<file path="src/rtl/mdm_pkg.sv">
package mdm_pkg;

    // Control byte bit positions (decoded by this block)
    localparam int unsigned CTL_DTR  = 0;
    localparam int unsigned CTL_RTS  = 1;
    localparam int unsigned CTL_AUX1 = 2;
    localparam int unsigned CTL_AUX2 = 3;
    localparam int unsigned CTL_LOOP = 4;

    // Line states, status bits 7:4 from msb to lsb
    typedef struct packed {
        logic dcd;
        logic ri;
        logic dsr;
        logic cts;
    } lines_t;

    // Change flags, status bits 3:0 from msb to lsb
    typedef struct packed {
        logic dcd_chg;
        logic ri_trail;
        logic dsr_chg;
        logic cts_chg;
    } flags_t;

    typedef struct packed {
        lines_t lines;
        flags_t flags;
    } status_t;

endpackage

</file>
<file path="src/rtl/mdm_line_map.sv">
module mdm_line_map
    import mdm_pkg::*;
#(
    parameter int unsigned CTL_W      = 5,
    parameter lines_t      IDLE_LINES = 4'b1010
) (
    input  logic [CTL_W-1:0] ctl,
    output lines_t           lines
);

    always_comb begin
        if (ctl[CTL_LOOP]) begin
            lines.cts = ctl[CTL_RTS];
            lines.dsr = ctl[CTL_DTR];
            lines.ri  = ctl[CTL_AUX1];
            lines.dcd = ctl[CTL_AUX2];
        end else begin
            lines = IDLE_LINES;
        end
    end

endmodule

</file>
<file path="src/rtl/mdm_change_det.sv">
module mdm_change_det
    import mdm_pkg::*;
(
    input  lines_t old_lines,
    input  lines_t new_lines,
    output flags_t raised
);

    always_comb begin
        raised.cts_chg  = old_lines.cts ^ new_lines.cts;
        raised.dsr_chg  = old_lines.dsr ^ new_lines.dsr;
        raised.dcd_chg  = old_lines.dcd ^ new_lines.dcd;
        // only a falling ring line is flagged
        raised.ri_trail = old_lines.ri & ~new_lines.ri;
    end

endmodule

</file>
<file path="src/rtl/mdm_status_unit.sv">
module mdm_status_unit
    import mdm_pkg::*;
#(
    parameter int unsigned DATA_W     = 8,
    parameter int unsigned CTL_W      = 5,
    parameter lines_t      IDLE_LINES = 4'b1010
) (
    input  logic              clk,
    input  logic              rst_n,
    input  logic              wr_en,
    input  logic              wr_sel,
    input  logic [DATA_W-1:0] wr_data,
    input  logic              rd_sts,
    output logic [DATA_W-1:0] ctl_out,
    output logic [DATA_W-1:0] sts_out,
    output logic              sts_pend
);

    localparam logic [DATA_W-1:0] CTL_MASK =
        {{(DATA_W-CTL_W){1'b0}}, {CTL_W{1'b1}}};
    localparam int unsigned STS_W = $bits(status_t);

    typedef struct packed {
        logic [DATA_W-1:0] ctl;
        status_t           sts;
    } state_t;

    state_t q, d;

    logic              ctl_write;
    logic [DATA_W-1:0] ctl_next;
    lines_t            lines_next;
    flags_t            raised;

    assign ctl_write = wr_en & ~wr_sel;
    assign ctl_next  = ctl_write ? (wr_data & CTL_MASK) : q.ctl;

    mdm_line_map #(
        .CTL_W      (CTL_W),
        .IDLE_LINES (IDLE_LINES)
    ) u_map (
        .ctl   (ctl_next[CTL_W-1:0]),
        .lines (lines_next)
    );

    mdm_change_det u_det (
        .old_lines (q.sts.lines),
        .new_lines (lines_next),
        .raised    (raised)
    );

    always_comb begin
        flags_t kept;
        d     = q;
        kept  = rd_sts ? flags_t'('0) : q.sts.flags;
        d.ctl = ctl_next;
        if (ctl_write) begin
            d.sts.lines = lines_next;
            d.sts.flags = kept | raised;
        end else begin
            d.sts.flags = kept;
        end
    end

    always_ff @(posedge clk) begin
        if (!rst_n) begin
            q.ctl       <= '0;
            q.sts.lines <= IDLE_LINES;
            q.sts.flags <= '0;
        end else begin
            q <= d;
        end
    end

    assign ctl_out  = q.ctl;
    assign sts_out  = {{(DATA_W-STS_W){1'b0}}, q.sts};
    assign sts_pend = |q.sts.flags;

endmodule

</file>
<file path="config.mk">
export PLATFORM = sky130hd
export DESIGN_NAME = mdm_status_unit
export DESIGN_NICKNAME = d
export VERILOG_FILES = /design/src/rtl/mdm_pkg.sv /design/src/rtl/mdm_line_map.sv /design/src/rtl/mdm_change_det.sv /design/src/rtl/mdm_status_unit.sv
export SDC_FILE = /design/constraint.sdc
export NUM_CORES = 1
export LEC_CHECK = 0
export ABC_CLOCK_PERIOD_IN_PS = 1930
export BUFFER_PORTS_ARGS = -buffer_cell sky130_fd_sc_hd__buf_4
export CORE_AREA = 2 2 39 41
export DETAILED_ROUTE_END_ITERATION = 12
export DIE_AREA = 0 0 41 43
export HOLD_SLACK_MARGIN = 0.06
export PLACE_DENSITY = 0.76
export SYNTH_ARGS = -nofsm -noshare
export SYNTH_HDL_FRONTEND = slang
export SYNTH_SLANG_ARGS = --single-unit
</file>
<file path="constraint.sdc">
create_clock -name clk -period 1.93 [get_ports clk]
set_input_delay 0 -clock clk [delete_from_list [all_inputs] [get_ports clk]]
set_output_delay 0 -clock clk [all_outputs]
set_load 0.1 [all_outputs]
</file>
### Yosys cells after proc, flatten, opt, wreduce, memory -nomap -nowiden

Cells that the tools add are included.

| word-level totals | value |
|---|---|
| output and inout bits | 17 |
| input port bits | 13 |
| register bits after elaboration | 13 |
| word-level logic and storage cells | 22 |

| cells by class | value |
|---|---|
| reduce and logical (&&, ||, !) cells | 1 |
| mux-type cells | 4 |
| bitwise operators | 8 |

Operator list:

| kind | count |
|---|---|
| $mux 4 | 3 |
| $mux 5 | 1 |
| $or 4x4->4 | 1 |
| $reduce_or 4->1 | 1 |
| $xor 1x1->1 | 3 |
| $and 1x1->1 | 2 |
| $not 1->1 | 2 |

### Depth between registers and ports, before layout

| logic depth | value |
|---|---|
| depth in word-level cells | 8 |
| mapped depth | 4 |
| mapped depth without buffers | 3 |

### Cells and area by module

A second synthesis with hierarchy kept.

| second synthesis, totals | value |
|---|---|
| cells, all modules | 76 |
| area, all modules | 698.2 µm² |

By module, submodules not included:

| module | seq. area each (µm²) | area each (µm²) | cells an instance | times used |
|---|---|---|---|---|
| mdm_status_unit | 260.2 | 640.6 | 68 | 1 |
| mdm_change_det | 0.0 | 32.5 | 4 | 1 |
| mdm_line_map | 0.0 | 25.0 | 4 | 1 |

### Worst setup path before layout

No wires, ideal clock.

| timing path | value |
|---|---|
| path type | register -> output |
| start | register q (netlist bit sts_out[2]) |
| end | output sts_pend |
| required time | 1.930 ns |
| arrival time | 1.777 ns |
| path slack | 0.153 ns |
| buffers on the path | 0 |
| stages on the path, launching flop included | 2 |
| cells stage by stage | dfxtp_1 > or4_1 |

| on the way | value |
|---|---|
| cells in the longest elaborated chain, start to end | 1 |

Ends and longest elaborated chain:

| what | line | text |
|---|---|---|
| start, declared | mdm_status_unit.sv:28 | `state_t q, d;` |
| $reduce_or 4->1 | mdm_status_unit.sv:77 | `assign sts_pend = \|q.sts.flags;` |
| end, declared | mdm_status_unit.sv:16 | `output logic sts_pend` |

Every way passes these cells.

### Worst setup path after layout

Ends and elaborated chain as after synthesis.

==> impl_metrics.tcl <==
set metrics [dict create \
    status "finished, final reports clean" \
    place_area_um2 721 \
    drive_above_1_share_pct 26.8 \
    nFillCells 132 \
    ys.flop_type "dfxtp_1" \
    dp_cells 101 \
    rsz0062_at_grt "false" \
    hold_viol_final 0 \
    netlist-cell-type-count 21 \
    fmax_mhz 735 \
    dpl_worst_slack_ps 824 \
    grt_pass1_wl_um 1900 \
    report.final.slew_viol_count 0 \
    yosysMostFrequentCell "nand2_1" \
    gp_congestion 0.747 \
    seq_area_um2 260 \
    wire_per_inst_um 10.9 \
    r2r_start "sts_out[5]" \
    die_h_um 43 \
    htreeDepth 1 \
    fin_skew_ps 0.241 \
    final.setup.worst_slack_ps 570 \
    synthesis.area_um2 557 \
    yosys_register_bits 13 \
    power_density_nw_per_um2 805 \
    cts_tree "yes" \
    period_share_pct 70.5 \
    synth.area.top_cells "dfxtp_1 (47%), nand2_1 (12%), a21boi_1 (5.4%)" \
    viasPerCell 4.73 \
    cp.arrival_ps 1360 \
    cts.sink_count 13 \
    final_core_util_pct 59.8 \
    vias 534 \
    grtUsageTotal_pct 16.3 \
    path_max_fanout 3 \
    gr-total-overflow 0 \
    synth_top_area_share_pct 46.7 \
    min_from "wr_sel" \
    p_leak_nw 0.375 \
    grt_pass1_vias 479 \
    diodes 0 \
    ctsResizeCount 0 \
    start_util_pct 40.2 \
    max-cap-violations 0 \
    clk_latency_ps 270 \
    rr_worst_depth 2 \
    multi_input_area_um2 264 \
    cp-startpoint "sts_out[2]" \
    hold_class "input port to flop" \
    relSlewSlack_pct 48.7 \
    dieArea_um2 1760 \
    area_growth_pct 48.5 \
    cts_buffers 3 \
    start_kind "flop" \
    clkTransAtPathRegs_ps 80 \
    setup_violations 0 \
    tightest_slew_ps 768 \
    ir_worst_vdd_v 0.000345 \
    min_path_cells 4 \
    die_x_um 41 \
    drtIter0Drc 9 \
    clockRootBuffer "clkbuf_4" \
    core_area_um2 1380 \
    post_layout_nonfiller_instances 113 \
    final_area_um2 827 \
    ant_nets 0 \
    ys_warn_count 0 \
    async_flop_share_pct 0 \
    antenna_found_initial 0 \
    cp.required_ps 1930 \
    nets 111 \
    drcViolationCount 0 \
    ys_seq_area_share_pct 46.7 \
    end_kind "primary output" \
    first_pass_iters 4 \
    portBuffers 23 \
    critical_path_class "flop to primary output" \
    synth_top_cell_by_area "dfxtp_1" \
    clockBufferDepth 2 \
    fin_setup_tns_ps 0 \
    syn_avg_cell_area_um2 8.44 \
    timing.final.crit_period_ps 1360 \
    num_rows 14 \
    ys_top_cells_by_count "nand2_1 (18), dfxtp_1 (13), nand3_1 (5)" \
    ios 30 \
    drt_wl_total_um 1240 \
    synthCells 66 \
    synth_edf_count 0 \
    grt_max_degree 16 \
]
per-layer routing:
metal	up-vias	track usage, %	wire length [um]
li1	273	-	-
met1	240	17.8	550
met2	17	25.6	583
met3	4	3.66	76
met4	0	12.0	24
met5	-	0	0
worst paths after layout:
kind           endpoint  slack (ps)
min          sts_out[7]         170
min reg2reg  ctl_out[4]         460
max reg2reg  sts_out[1]        1160
max            sts_pend         570
worst max-delay path, cell delays in order (launching register included):
cell	delay (ps)
dfxtp_1	330
or4_1	510
buf_4	240
stage by stage:
step                      hold slack (ps)  total power, mW
final                                 165            0.665
after floorplan                       135            0.452
after CTS                             165            0.672
after detailed placement              270            0.490
after global placement                266            0.489
after global routing                  189            0.696
layout make-up:
class | count | share of cell area [%]
multi-input cells | 48 | 31.9
flip-flops and latches | 13 | 31.5
repair buffers | 31 | 30.6
clock buffers | 4 | 3.18
well taps | 16 | 2.42
inverters | 1 | 0.454
timing repair:
| item | 4_1_cts | 5_1_grt |
|---|---|---|
| setup buffers | 0 | 0 |
| endpoints found under the hold margin | 13 | 0 |
| hold buffers | 8 | 0 |
registers in the layout (all words and copies together) (netlist names):
register  count
sts_out       8
ctl_out       5
where the power goes:
group	internal (mW)	switching [mW]
logic	0.0541	0.156
clock network	0.0801	0.0891
registers	0.279	0.00731
cells in the final DEF, fill, tap and decap left out, drive strengths merged:
master       Yosys  routed
buf              5      23
nand2           18      18
dfxtp           13      13
dlygate4sd3      0       8
a21boi           7       7
nand3            5       5
clkbuf           1       4
conb             1       3
nand2b           2       2
nor2b            2       2
xnor2            2       2
o21ai            2       2
or4              1       1
and2b            1       1
o211ai           1       1
inv              1       1
a32oi            1       1
and3             1       1
a31o             1       1
xor2             1       1
cells by family after synthesis:
logic type / Yosys count / share of synthesized area, %
other: 1 / 0.674
AO/OA/AOI/OAI: 12 / 15.7
AND/OR/NAND/NOR: 30 / 24.9
buffers and inverters: 7 / 7.19
flip-flops: 13 / 46.7
XOR/XNOR: 3 / 4.72
Power figures use the tool's default switching activity.
